$ cat src/rtl/sprite_xor_pkg.sv
package sprite_xor_pkg;

  // Control states of the draw sequencer
  typedef enum logic [2:0] {
    ST_IDLE,   // waiting for start
    ST_FETCH,  // sprite byte read issued
    ST_LATCH,  // sprite byte captured
    ST_PIX,    // examine one sprite bit, read pixel if set
    ST_WR,     // write back the inverted pixel
    ST_DONE    // completion pulse
  } draw_state_t;

endpackage

$ cat src/rtl/sprite_row_fetch.sv
module sprite_row_fetch #(
  parameter int ADDR_BITS = 12,
  parameter int N_BITS    = 4,
  parameter int SPR_W     = 8
) (
  input  logic                 clk,
  input  logic                 rst,
  input  logic                 load,
  input  logic [ADDR_BITS-1:0] base_in,
  input  logic [N_BITS-1:0]    rows_in,
  input  logic                 step_row,
  input  logic                 capture,
  input  logic [SPR_W-1:0]     mem_data,
  output logic [ADDR_BITS-1:0] mem_addr,
  output logic [N_BITS-1:0]    row_idx,
  output logic                 last_row,
  output logic                 zero_rows,
  output logic [SPR_W-1:0]     sprite_row
);

  logic [ADDR_BITS-1:0] base_q;
  logic [N_BITS-1:0]    rows_q;
  logic [N_BITS-1:0]    row_q;
  logic [SPR_W-1:0]     spr_q;

  always_ff @(posedge clk) begin
    if (rst) begin
      base_q <= '0;
      rows_q <= '0;
      row_q  <= '0;
      spr_q  <= '0;
    end else begin
      if (load) begin
        base_q <= base_in;
        rows_q <= rows_in;
        row_q  <= '0;
      end else if (step_row) begin
        row_q <= row_q + N_BITS'(1);
      end
      if (capture) spr_q <= mem_data;
    end
  end

  // Address arithmetic wraps naturally at the memory size
  assign mem_addr   = base_q + ADDR_BITS'(row_q);
  assign row_idx    = row_q;
  assign last_row   = (row_q == rows_q - N_BITS'(1));
  assign zero_rows  = (rows_in == '0);
  assign sprite_row = spr_q;

  // The row counter never runs past the requested row count
  assert_row_bound_R2: assert property (@(posedge clk) disable iff (rst)
    (rows_q != '0) |-> (row_q < rows_q));

  // A row step is only legal once a row has finished, never on a reload
  assert_step_not_load_R9: assert property (@(posedge clk) disable iff (rst)
    step_row |-> !load);

endmodule

$ cat src/rtl/sprite_pix_addr.sv
module sprite_pix_addr #(
  parameter int X_BITS   = 6,
  parameter int Y_BITS   = 5,
  parameter int N_BITS   = 4,
  parameter int COL_BITS = 3
) (
  input  logic                     clk,
  input  logic                     rst,
  input  logic                     load,
  input  logic [X_BITS-1:0]        x_in,
  input  logic [Y_BITS-1:0]        y_in,
  input  logic [N_BITS-1:0]        row_idx,
  input  logic [COL_BITS-1:0]      col_idx,
  output logic [X_BITS+Y_BITS-1:0] fb_addr
);

  logic [X_BITS-1:0] x_q;
  logic [Y_BITS-1:0] y_q;
  logic [X_BITS-1:0] col_abs;
  logic [Y_BITS-1:0] line_abs;

  always_ff @(posedge clk) begin
    if (rst) begin
      x_q <= '0;
      y_q <= '0;
    end else if (load) begin
      x_q <= x_in;
      y_q <= y_in;
    end
  end

  // Power-of-two screen: truncating adds give the edge wrap
  assign col_abs  = x_q + X_BITS'(col_idx);
  assign line_abs = y_q + Y_BITS'(row_idx);
  assign fb_addr  = {line_abs, col_abs};

endmodule

$ cat src/rtl/sprite_draw_ctrl.sv
module sprite_draw_ctrl
  import sprite_xor_pkg::*;
#(
  parameter int SPR_W    = 8,
  parameter int COL_BITS = 3
) (
  input  logic                clk,
  input  logic                rst,
  input  logic                start,
  input  logic                zero_rows,
  input  logic                last_row,
  input  logic [SPR_W-1:0]    sprite_row,
  input  logic                fb_rdata,
  output logic                load,
  output logic                issue,
  output logic                capture,
  output logic                step_row,
  output logic                fb_rd,
  output logic                fb_we,
  output logic                fb_wdata,
  output logic [COL_BITS-1:0] col,
  output logic                busy,
  output logic                done,
  output logic                collision
);

  localparam logic [COL_BITS-1:0] COL_LAST = COL_BITS'(SPR_W - 1);

  draw_state_t         state_q, state_d;
  logic [COL_BITS-1:0] col_q;
  logic                coll_q;
  logic                pix_on;
  logic                col_last;
  logic                advance;

  // Bit 7 of the sprite byte is the leftmost column
  assign pix_on   = sprite_row[(SPR_W - 1) - int'(col_q)];
  assign col_last = (col_q == COL_LAST);
  assign advance  = ((state_q == ST_PIX) && !pix_on) || (state_q == ST_WR);

  always_comb begin
    state_d = state_q;
    unique case (state_q)
      ST_IDLE:  if (start) state_d = zero_rows ? ST_DONE : ST_FETCH;
      ST_FETCH: state_d = ST_LATCH;
      ST_LATCH: state_d = ST_PIX;
      ST_PIX: begin
        if (pix_on)        state_d = ST_WR;
        else if (col_last) state_d = last_row ? ST_DONE : ST_FETCH;
      end
      ST_WR: begin
        if (col_last) state_d = last_row ? ST_DONE : ST_FETCH;
        else          state_d = ST_PIX;
      end
      ST_DONE:  state_d = ST_IDLE;
      default:  state_d = ST_IDLE;
    endcase
  end

  always_ff @(posedge clk) begin
    if (rst) begin
      state_q <= ST_IDLE;
      col_q   <= '0;
      coll_q  <= 1'b0;
    end else begin
      state_q <= state_d;
      if (state_q == ST_LATCH)        col_q <= '0;
      else if (advance && !col_last)  col_q <= col_q + COL_BITS'(1);
      if (load)                               coll_q <= 1'b0;
      else if ((state_q == ST_WR) && fb_rdata) coll_q <= 1'b1;
    end
  end

  assign load      = start && (state_q == ST_IDLE);
  assign issue     = (state_q == ST_FETCH);
  assign capture   = (state_q == ST_LATCH);
  assign step_row  = advance && col_last && !last_row;
  assign fb_rd     = (state_q == ST_PIX) && pix_on;
  assign fb_we     = (state_q == ST_WR);
  assign fb_wdata  = ~fb_rdata;
  assign col       = col_q;
  assign busy      = (state_q != ST_IDLE);
  assign done      = (state_q == ST_DONE);
  assign collision = coll_q;

  assert_done_pulse_R8: assert property (@(posedge clk) disable iff (rst)
    done |=> !done);

  assert_write_follows_read_R4: assert property (@(posedge clk) disable iff (rst)
    fb_we |-> $past(fb_rd));

  assert_one_strobe_R5: assert property (@(posedge clk) disable iff (rst)
    $onehot0({issue, fb_rd, fb_we}));

  assert_single_fetch_R2: assert property (@(posedge clk) disable iff (rst)
    issue |=> !issue);

  assert_coll_hold_R7: assert property (@(posedge clk) disable iff (rst)
    (!busy && !$past(busy)) |-> $stable(collision));

  assert_stay_busy_R9: assert property (@(posedge clk) disable iff (rst)
    (busy && !done) |=> busy);

endmodule

$ cat src/rtl/sprite_xor_engine.sv
module sprite_xor_engine #(
  parameter int X_BITS    = 6,
  parameter int Y_BITS    = 5,
  parameter int N_BITS    = 4,
  parameter int ADDR_BITS = 12,
  parameter int SPR_W     = 8
) (
  input  logic                     clk,
  input  logic                     rst,
  input  logic                     start,
  input  logic [X_BITS-1:0]        x_pos,
  input  logic [Y_BITS-1:0]        y_pos,
  input  logic [N_BITS-1:0]        row_cnt,
  input  logic [ADDR_BITS-1:0]     sprite_base,
  output logic                     mem_rd,
  output logic [ADDR_BITS-1:0]     mem_addr,
  input  logic [SPR_W-1:0]         mem_data,
  output logic                     fb_rd,
  output logic                     fb_we,
  output logic [X_BITS+Y_BITS-1:0] fb_addr,
  input  logic                     fb_rdata,
  output logic                     fb_wdata,
  output logic                     busy,
  output logic                     done,
  output logic                     collision
);

  localparam int COL_BITS = (SPR_W > 1) ? $clog2(SPR_W) : 1;

  logic                load;
  logic                capture;
  logic                step_row;
  logic                last_row;
  logic                zero_rows;
  logic [N_BITS-1:0]   row_idx;
  logic [COL_BITS-1:0] col_idx;
  logic [SPR_W-1:0]    sprite_row;

  sprite_row_fetch #(
    .ADDR_BITS(ADDR_BITS), .N_BITS(N_BITS), .SPR_W(SPR_W)
  ) u_fetch (
    .clk        (clk),
    .rst        (rst),
    .load       (load),
    .base_in    (sprite_base),
    .rows_in    (row_cnt),
    .step_row   (step_row),
    .capture    (capture),
    .mem_data   (mem_data),
    .mem_addr   (mem_addr),
    .row_idx    (row_idx),
    .last_row   (last_row),
    .zero_rows  (zero_rows),
    .sprite_row (sprite_row)
  );

  sprite_pix_addr #(
    .X_BITS(X_BITS), .Y_BITS(Y_BITS), .N_BITS(N_BITS), .COL_BITS(COL_BITS)
  ) u_addr (
    .clk     (clk),
    .rst     (rst),
    .load    (load),
    .x_in    (x_pos),
    .y_in    (y_pos),
    .row_idx (row_idx),
    .col_idx (col_idx),
    .fb_addr (fb_addr)
  );

  sprite_draw_ctrl #(
    .SPR_W(SPR_W), .COL_BITS(COL_BITS)
  ) u_ctrl (
    .clk        (clk),
    .rst        (rst),
    .start      (start),
    .zero_rows  (zero_rows),
    .last_row   (last_row),
    .sprite_row (sprite_row),
    .fb_rdata   (fb_rdata),
    .load       (load),
    .issue      (mem_rd),
    .capture    (capture),
    .step_row   (step_row),
    .fb_rd      (fb_rd),
    .fb_we      (fb_we),
    .fb_wdata   (fb_wdata),
    .col        (col_idx),
    .busy       (busy),
    .done       (done),
    .collision  (collision)
  );

  // Read-modify-write stays on one pixel
  assert_rmw_same_pixel_R4: assert property (@(posedge clk) disable iff (rst)
    fb_we |-> (fb_addr == $past(fb_addr)));

  // Nothing reaches either memory outside a draw
  assert_quiet_idle_R1: assert property (@(posedge clk) disable iff (rst)
    !busy |-> !(mem_rd || fb_rd || fb_we));

endmodule

$ cat config.mk
export PLATFORM = sky130hd
export DESIGN_NAME = sprite_xor_engine
export DESIGN_NICKNAME = d
export VERILOG_FILES = /design/src/rtl/sprite_xor_pkg.sv /design/src/rtl/sprite_row_fetch.sv /design/src/rtl/sprite_pix_addr.sv /design/src/rtl/sprite_draw_ctrl.sv /design/src/rtl/sprite_xor_engine.sv
export SDC_FILE = /design/constraint.sdc
export NUM_CORES = 1
export LEC_CHECK = 0
export ABC_AREA = 1
export BUFFER_PORTS_ARGS = -buffer_cell sky130_fd_sc_hd__buf_2
export CORE_ASPECT_RATIO = 0.5
export CORE_MARGIN = 2
export CORE_UTILIZATION = 49
export DETAILED_ROUTE_END_ITERATION = 10
export PLACE_DENSITY = 0.85
export SYNTH_ARGS = -nofsm -noshare
export SYNTH_HDL_FRONTEND = slang
export SYNTH_SLANG_ARGS = --single-unit
$ cat constraint.sdc
create_clock -name clk -period 2.15 [get_ports clk]
set_input_delay 0.215 -clock clk [delete_from_list [all_inputs] [get_ports clk]]
set_output_delay 0.215 -clock clk [all_outputs]
set_load 0.02 [all_outputs]
==> reports/results.ini <==
[outcome]
status=finished, violations left
violations=negative setup slack

[global_route]
gr-usage-all-layers_pct=20.3
grt_start_max_net_pins=45
grt_pass1_vias=2325
antenna_found_initial=0
overflow=0
grt_pass1_wl_mm=9.76

[floorplanning]
dieArea_sq_um=5960
io_pins=69
fp.coreArea_sq_um=5020
row_count=18
die_x_microns=107
start_util_pct=51.9
die_h_microns=55.6

[sta]
setup_viol=2
relSlewSlack_pct=67.3
hold_viol_final=0
clock.fmax_mhz=464
rsz0062_at_grt=yes
finalCritPeriodShare_pct=100
fin_ws_ns=-0.00361
fin_tns_setup_ns=-0.00503
whs_ns=0.169
drv_slew=0
finClkSkew_ns=0.00891
timing.final.crit_period_ns=2.15
tightest_slew_ns=0.490

[finish]
syn2layout_area_growth_pct=22.3
final_cell_area_sq_um=3190
drive_gt1_share_pct=28.2
final_net_count=478
diodes=0

[critical_path]
cp_num_buf_inv=2
rr_startpoint=u_ctrl.state_q[2]$_SDFFE_PP0P_
cp-startpoint=u_fetch.row_idx[1]$_SDFFE_PP0P_
crit_arrival_ns=1.94
worstPathRequired_ns=1.93
critical_path.slowest_cell=dfxtp_1
criticalPathCategory=flip-flop to primary output
cp-end-kind=primary output
reg2reg_setup_slack_ns=0.42
critPathMaxStageDelay_ns=0.32
path_delay_family=simple AND/OR/NAND/NOR gates
critPathLaunchType=flip-flop
crit_path_cell_trace=buf_4, ha_1, nand3_1, nand2_2, nand2_1, nand2_2, nand3_2, nor2_2, xor2_1, buf_4
cp_max_fo=6

[synthesis]
synthTopCellsByCount=nand2_1 (62), a21oi_1 (50), inv_1 (47)
syn_avg_cell_area_sq_um=7.47
yosys.area.top_type=dfxtp_1
post-synth-top-count-cell=nand2_1
yosysWarnings=0
ys_ff_latch=46
ys_seq_area_share_pct=35.3
syn-instance-count=349
synthTopCellsByArea=dfxtp_1 (35%), a21oi_1 (9.6%), nand2_1 (8.9%), ha_1 (7.2%), inv_1 (6.8%)
netlist_area_sq_um=2610
synth-edff-count=0
async_flop_share_pct=0
synthFlopType=dfxtp_1
syn_nets=406
ys_types=29
synth_top_area_share_pct=35.3

[clocking]
cts_tree=yes
cts_sinks=46
cts_max_path_buffers=2
cts_hold_buf=0
htree_num_levels=2
cts_root_buf=clkbuf_8
cts.clk_slew.worst_paths_ns=0.09
post_cts_buffers=0
numCtsBuffers=5
insertion_delay_ns=0.31

[drt]
vias_per_cell=4.98
drt-total-wl_mm=5.79
drt_iter0_drc=156
ant_nets=0
vias=2450
drt-pass1-iter-count=5
drc=0
post_drt_wl_per_cell_microns=11.8

[run]
cap_violations=0

[hold_path]
hp-class=primary input to flip-flop
hold_start=fb_rdata

[power_and_ir_drop]
vdd_drop_max_uv=452
power_mw=2.98
p_leak_nw=1.54
p_per_area_nw_per_um2=935

[place]
place_congestion=0.851
pre_cts_ws_ns=0.109
place_area_sq_um=3040
port_buffers=68
dpl.hpwl_mm=4.36

==> state kept, by name, indices dropped and copies added (netlist names) <==
signal / count
u_ctrl.state_q: 3
u_addr.x_q: 6
u_fetch.row_idx: 4
u_ctrl.col: 3
u_fetch.sprite_row: 8
u_ctrl.collision: 1
u_fetch.rows_q: 4
u_fetch.base_q: 12
u_addr.y_q: 5
==> where the power goes <==
group,switching [mW],internal [mW]
sequential,0.105,1.05
clock,0.291,0.260
combinational,0.847,0.432
total,1.24,1.74
==> kinds of logic after synthesis <==
kind of cell | share of synthesized area, %
adders and majority gates | 9.50
AOI/OAI and AO/OA | 16.6
and+or+nand+nor | 22.4
xor gates and xnor gates | 6.38
buffers and inverters | 9.78
DFF | 35.3
==> cell type report <==
class / instances / area [sq um]
Fill cell: 454 / 1830
Multi-Input combinational cell: 239 / 1470
Sequential cell: 46 / 927
Timing Repair Buffer: 75 / 408
Inverter: 54 / 203
Tap cell: 70 / 87.6
Clock buffer: 7 / 86.3
Clock inverter: 1 / 5.00
==> layer usage <==
layer / vias up / track usage [%] / part of all wire [%]
met5: - / 0 / 0
met4: 0 / 6.86 / 1.3
met3: 6 / 5.50 / 4.0
met2: 50 / 35.4 / 48
met1: 1116 / 24.3 / 47
li1: 1278 / - / -
==> tightest hold or removal path: stages <==
cell and delay, ns:
buf_2 0.10, nand2_1 0.06, a21oi_1 0.06
==> cells in the final DEF (no fill, tap or decap), types with 2 or more instances in the layout <==
master    Yosys  final
nand3_1      33     32
inv_1        47     46
o21ai_1      15     14
buf_2         3     62
clkbuf_8      0      6
nand3_2       2      3
dfxtp_1      46     43
xnor2_1       3      3
a21oi_1      50     50
nand2_2       2      4
dfxtp_2       0      2
ha_1         15     14
nand2_4       5      5
xor2_1       16     16
nand2_1      62     60
o21ai_2       0      2
fa_2          0      2
nor2_1        7      5
inv_2         7      8
o21ai_0      13     12
nor2_2        3      5
buf_4         3     13
o22ai_1       2      2
==> worst paths after layout <==
check,cells past startpoint,to
max,10,mem_addr[9]
min,3,u_ctrl.collision$_SDFFE_PP0P_
max reg2reg,6,u_fetch.row_idx[2]$_SDFFE_PP0P_
min reg2reg,2,u_ctrl.collision$_SDFFE_PP0P_
==> what timing repair did <==
item / 4_1_cts / 5_1_grt
setup endpoints to repair: 7 / 8
gates resized for setup: 14 / 9
pin swaps: 1 / 2
gates cloned: 0 / 0
==> through the flow <==
stage,cells,util (%)
after global routing,492,63.5
after detailed placement,484,60.5
after floorplan,349,-
final,492,63.5
after global placement,484,60.5
after CTS,492,63.1
(Power assumes the default switching activity.)
